$ cat src/rtl/instr_predecode.sv
module instr_predecode #(
  parameter int PC_W = 32
) (
  input  logic            clk,
  input  logic            rst,
  input  logic            in_valid,
  input  logic [PC_W-1:0] pc,
  input  logic [47:0]     win,
  output logic            out_valid,
  output logic [3:0]      out_kind,
  output logic [3:0]      out_func,
  output logic [3:0]      out_ra,
  output logic [3:0]      out_rb,
  output logic [31:0]     out_const,
  output logic [2:0]      out_len,
  output logic [PC_W-1:0] out_next_pc,
  output logic            out_bad
);
  localparam logic [3:0] NO_REG = 4'h8;

  logic [3:0]  kind, func, max_fn;
  logic [2:0]  base_len, len;
  logic        known, bad, has_regs;
  logic [31:0] cval;

  assign kind = win[7:4];
  assign func = win[3:0];

  always_comb begin
    base_len = 3'd1;
    max_fn   = 4'd0;
    known    = 1'b1;
    case (kind)
      4'h0, 4'h1, 4'h9:       base_len = 3'd1;
      4'h2, 4'hA, 4'hB:       base_len = 3'd2;
      4'h6: begin             base_len = 3'd2; max_fn = 4'd3; end
      4'h7: begin             base_len = 3'd5; max_fn = 4'd6; end
      4'h8:                   base_len = 3'd5;
      4'h3, 4'h4, 4'h5:       base_len = 3'd6;
      default:                known    = 1'b0;
    endcase
  end

  assign bad      = !known || (func > max_fn);
  assign len      = bad ? 3'd1 : base_len;
  assign has_regs = (len == 3'd2) || (len == 3'd6);
  assign cval     = (len == 3'd5) ? win[39:8] :
                    (len == 3'd6) ? win[47:16] : 32'd0;

  always_ff @(posedge clk) begin
    if (rst) begin
      out_valid   <= 1'b0;
      out_kind    <= '0;
      out_func    <= '0;
      out_ra      <= '0;
      out_rb      <= '0;
      out_const   <= '0;
      out_len     <= '0;
      out_next_pc <= '0;
      out_bad     <= 1'b0;
    end else begin
      out_valid <= in_valid;
      if (in_valid) begin
        out_kind    <= kind;
        out_func    <= func;
        out_ra      <= has_regs ? win[15:12] : NO_REG;
        out_rb      <= has_regs ? win[11:8]  : NO_REG;
        out_const   <= cval;
        out_len     <= len;
        out_next_pc <= pc + PC_W'(len);
        out_bad     <= bad;
      end
    end
  end
endmodule

$ cat config.mk
export PLATFORM = sky130hd
export DESIGN_NAME = instr_predecode
export DESIGN_NICKNAME = d
export VERILOG_FILES = /design/src/rtl/instr_predecode.sv
export SDC_FILE = /design/constraint.sdc
export NUM_CORES = 1
export LEC_CHECK = 0
export BUFFER_PORTS_ARGS = -buffer_cell sky130_fd_sc_hd__clkbuf_2
export CAP_MARGIN = 20
export CORE_AREA = 5 5 81 157
export DETAILED_ROUTE_END_ITERATION = 12
export DIE_AREA = 0 0 86 162
export PLACE_DENSITY = 0.75
export RECOVER_POWER = 25
export SLEW_MARGIN = 5
export SYNTH_ARGS = -nofsm -noshare
export SYNTH_HDL_FRONTEND = slang
export SYNTH_SLANG_ARGS = --single-unit
$ cat constraint.sdc
create_clock -name clk -period 4.4 [get_ports clk]
set_input_delay 0.22 -clock clk [delete_from_list [all_inputs] [get_ports clk]]
set_output_delay 0.22 -clock clk [all_outputs]
set_load 0.005 [all_outputs]
# ---- Word-level counts from Yosys, hierarchy flattened
# Cells that the tools add are included.
dict set report totals {
  elab_cells 41
  register_bits 85
}
dict set report classes {
  n_lt_le_gt_ge 1
  addsub 1
  reduce_logical 8
  mux 8
  eq_ne 14
}
# op count
set op_table {}
lappend op_table {{$mux 32} 2}
lappend op_table {{$add 32x3->32} 1}
lappend op_table {{$eq 4x3->1 const B} 4}
lappend op_table {{$eq 4x4->1 const B} 4}
lappend op_table {{$reduce_or 12->1} 1}
lappend op_table {{$pmux 3 s3} 1}
lappend op_table {{$eq 4x2->1 const B} 2}
lappend op_table {{$mux 4} 2}
lappend op_table {{$eq 3x3->1 const B} 2}
lappend op_table {{$pmux 3 s2} 1}
lappend op_table {{$eq 4x1->1 const B} 1}
lappend op_table {{$gt 4x4->1} 1}
lappend op_table {{$logic_not 4->1} 1}
lappend op_table {{$reduce_or 4->1} 1}
lappend op_table {{$eq 3x2->1 const B} 1}
lappend op_table {{$mux 3} 1}
lappend op_table {{$reduce_or 3->1} 1}
lappend op_table {{$logic_or 1x1->1} 2}
lappend op_table {{$reduce_or 2->1} 1}
lappend op_table {{$logic_not 1->1} 1}
lappend op_table {{$mux 1} 1}

# ---- Logic depth before layout (Yosys ltp)
dict set report logic_depth {
  word_depth 9
  depth_mapped 17
  ltp_nobuf 16
}

# ---- Worst setup path before layout
# Ideal clock, no wire load.
dict set report synth_timing {
  path_type {input to register}
  start {input win[7]}
  end {register out_next_pc[14]}
  cell_stages 16
  setup_slack_ps 997
  n_path_buf 1
  setup_ps 91
  arrival_time_ps 3312
  required_time_ps 4309
  cell_sequence {nand4b_1 > ha_1 > nor2_1 > a31oi_1 > a21boi_2 > and2_0 > clkbuf_1 > inv_1 > ha_1 > inv_1 > fa_1 > nor2b_1 > o21ai_0 > or2_2 > or3_1 > a311oi_1}
}
dict set report synth_between {
  elab_chain_cells 7
}
# element line
set synth_lines {}
lappend synth_lines {{start: declaration} 8} ;# input logic [47:0] win,
lappend synth_lines {{branches (longest 5 deep; another with $gt 4x4->1)} n/a}
lappend synth_lines {{$mux 3 *} 45} ;# assign len = bad ? 3'd1 : base_len;
lappend synth_lines {{named net len[1]} 22} ;# logic [2:0] base_len, len;
lappend synth_lines {{$add 32x3->32 *} 70} ;# out_next_pc <= pc + PC_W'(len);
lappend synth_lines {{end signal: assignment} 70}
lappend synth_lines {{end: declaration} 16} ;# output logic [PC_W-1:0] out_next_pc,
# Mark *: on every way through the listed nets, which the timed path passes.
# A chain may end at the register's enable or synchronous reset.

# ---- Worst setup path after layout
dict set report layout_timing {
  start {input win[7]}
  end {register out_next_pc[20]}
}
# Same word-level chain as after synthesis.

==> flow_summary_export.csv <==
group,metric,value,unit
power,vdd_drop_max,0.000233,V
layout,final_net_count,723,
critical_path,worst_path_dominant_cell_family,"simple AND/OR/NAND/NOR gates",
critical_path,slowest_stage,"a31oi_1",
logic_synthesis,netlist_instances,482,
layout,post_route_cells_drive_above_1_share,28.2,%
sta,relSlewSlack,25.5,%
critical_path,critPathBufInv,3,
detailed_routing,drt_pre_antenna_iters,5,
sta,setup_tns,0,ns
logic_synthesis,synth.yosys.warnings,0,
clocking,cts_setup_buffers,0,
logic_synthesis,synth_top_flop_cell,"dfxtp_1",
placed_design,globalplace.congestion,0.933,
logic_synthesis,asyncSetResetFlopFracSynth,0,%
critical_path,critical_path_required,4.64,ns
die,vertical_extent_of_the_die,162,um
logic_synthesis,mappedNetlistNets,572,
status,status,"completed",
critical_path,timing.critical_path.slowest_cell_delay,0.39,ns
grt,grt_use_total,19.0,%
sta,time_the_worst_path_needs_with_i_o_delays_and_setup,3.71,ns
sta,max_freq,0.269,GHz
clocking,clock-sinks,85,
die,die_area,0.0139,mm^2
logic_synthesis,synth_cell_type_count,50,
flow_run,maxCapViolations,0,
logic_synthesis,yosys-top-cells-area,"dfxtp_1 (42%), a311oi_1 (6.4%), nor2_1 (6.4%)",
clocking,cts.hold.buffers_added,0,
critical_path,critical_path.cell_chain,"clkbuf_2 > nand4b_1 > ha_1 > nor2_1 > a31oi_1 > a21boi_2 > and2_0 > inv_1 > ha_1 > inv_1 > fa_1 > nor2b_1 > o2111ai_1 > nor4_1 > xnor2_1 > a211oi_1",
die,die_x,86,um
grt,grt_start_max_net_pins,107,
sta,worst_hold_check_slack,0.139,ns
sta,finalHoldViolCount,0,
clocking,cts.htree.levels,3,
logic_synthesis,synth_area,0.00408,mm^2
placed_design,port_buffers,167,
clocking,clk_latency,0.33,ns
detailed_routing,post_drt_wl_per_cell,17.3,um
critical_path,end_kind,"register",
die,floorplan.initialDensity,35.9,%
clocking,cts.repair.resized,0,
placed_design,post-dp-hpwl,10100,um
critical_path,worst-setup-path-type,"input port to register",
die,placementRows,55,
logic_synthesis,number_of_flip_flops_and_latches_in_the_synthesized_netlist,85,
layout,layout-area-overhead-vs-synth,29.9,%
sta,drv_slew,0,
logic_synthesis,synth-adder-area-share,2.33,%
die,fp.coreArea,0.0114,mm^2
grt,antenna_found_initial,0,
sta,count_of_final_setup_violators,0,
detailed_routing,dr.first_iter.drc_count,264,
logic_synthesis,synth-seq-area-share,41.7,%
worst_hold_path,worst_hold_path_type,"input port to register",
grt,gr-total-overflow,0,
layout,nFillCells,1152,
layout,insertedDiodeCount,0,
logic_synthesis,synthDominantAreaCellType,"dfxtp_1",
logic_synthesis,share_of_the_synthesized_area_in_compound_gates_ao_oa_aoi_oai,17.3,%
clocking,worst_setup_hold_path_clk_slew,0.07,ns
sta,grt_setup_unrepaired,"no",
die,ios,168,
detailed_routing,ant_nets,0,
power,total_leakage_power,2.22,nW
logic_synthesis,yosys.area.top_type_share,41.7,%
detailed_routing,vias_after_detailed_routing,4276,
sta,worstMarginPinSlew,1.12,ns
detailed_routing,route.final.wire_length,13500,um
logic_synthesis,post_synth_mux_area_share,3.74,%
detailed_routing,detail_route.drc_violations,0,
critical_path,timing.critical_path.from_type,"input port",
grt,grt_pass1_vias,4287,
sta,post-route-period-util,84.4,%
logic_synthesis,synth_simple_gate_area_share,25.7,%
detailed_routing,routed_via_density,5.48,
clocking,cts-buffers-inserted,9,
logic_synthesis,largest_family_of_logic_cells_by_synthesized_area,"simple AND/OR/NAND/NOR gates",
clocking,tritoncts_clock_tree,"done",
clocking,cts.path.max_buffers,2,
grt,grt_pass1_wl,21000,um
logic_synthesis,post_synth_xor_area_fraction,4.73,%
clocking,clock-root-buffer,"clkbuf_16",
logic_synthesis,postSynthAreaPerCell,8.46,um^2
critical_path,critPathMaxFanout,9,
sta,worst_clock_skew,0,ns
power,power.density_cell_area,352,mW/mm^2
logic_synthesis,synth_enable_flop_cells,0,
critical_path,cp.arrival,3.96,ns
-- layer usage --
layer,vias to the layer above,track usage [%],wire length (um)
li1,2062,-,-
met1,2001,20.0,5040
met2,172,34.0,7070
met3,41,3.60,698
met4,0,11.2,669
met5,-,0,0
-- registers in the layout, indices dropped and copies added (netlist names) --
name	count
out_const	32
out_next_pc	32
out_func	4
out_kind	4
out_ra	4
out_rb	4
out_len	3
out_bad	1
out_valid	1
-- logic make-up after synthesis --
family / count (synthesis)
xor gates and xnor gates: 22
and+or+nand+nor: 211
DFF: 85
adders and majority gates: 7
muxes: 15
AOI/OAI and AO/OA: 95
buffers and inverters: 47
-- path summary, 6_finish.rpt --
kind / start / end / slack [ns] / cells past startpoint
setup reg to reg: out_const[6] / out_const[6] / 3.56 / 3
hold reg to reg: out_len[0] / out_len[0] / 0.47 / 2
setup / recovery: win[7] / out_next_pc[20] / 0.69 / 16
hold / removal: win[28] / out_const[20] / 0.14 / 3
-- synth_stat cells (3+ instances only) --
library cell	n
dfxtp_1	85
nor2_1	70
nand2_1	51
nand4_1	32
a311oi_1	30
clkbuf_1	27
a211oi_1	19
a21oi_1	13
inv_1	13
mux2i_1	13
xor2_1	12
nand3_1	11
o21ai_0	11
xnor2_1	10
and3_1	9
nor3_1	7
ha_1	6
nand2b_1	6
o211ai_1	6
buf_2	5
or3_1	5
a31oi_1	3
-- worst reg2reg max path, cell delays in order, from the launching register on --
cell and delay, ns:
dfxtp_1 0.31, nor2b_1 0.12, a31oi_1 0.17, a21oi_1 0.09
-- layout by cell type (no fill, tap or decap), types with 10 or more instances in the layout --
master      n
mux2i_1    13
nand2_1    51
a21oi_1    12
nand4_1    32
inv_1      13
o21ai_0    11
dfxtp_1    85
nand3_1    11
nor2_1     70
xor2_1     12
clkbuf_1   24
clkbuf_2  142
a211oi_1   19
xnor2_1    10
a311oi_1   30
-- where the power goes --
group	total, mW	switching [mW]	internal (mW)
Clock	0.744	0.335	0.409
Sequential	0.839	0.0248	0.814
Combinational	0.278	0.164	0.114
Total	1.86	0.524	1.34
-- layout make-up --
| cell class | count | area, um^2 | area share [%] |
|---|---|---|---|
| multi-input cells | 350 | 2210 | 41.7 |
| flip-flops and latches | 85 | 1700 | 32.1 |
| repair buffers | 174 | 865 | 16.3 |
| clock buffers | 10 | 239 | 4.51 |
| well taps | 142 | 178 | 3.36 |
| clock inverters | 6 | 55.1 | 1.04 |
| inverters | 13 | 48.8 | 0.922 |
-- stage by stage --
stage	area (um^2)	setup slack [ns]	utilization, %	power, mW	std cells
final	5300	0.687	46.6	1.86	780
after detailed placement	5020	0.349	44.2	1.14	763
after CTS	5310	0.657	46.8	1.89	779
after global routing	5300	0.378	46.6	1.95	780
after floorplan	4080	0.997	-	0.995	482
after global placement	5020	0.497	44.2	1.13	763
Power figures use the tool's default switching activity.
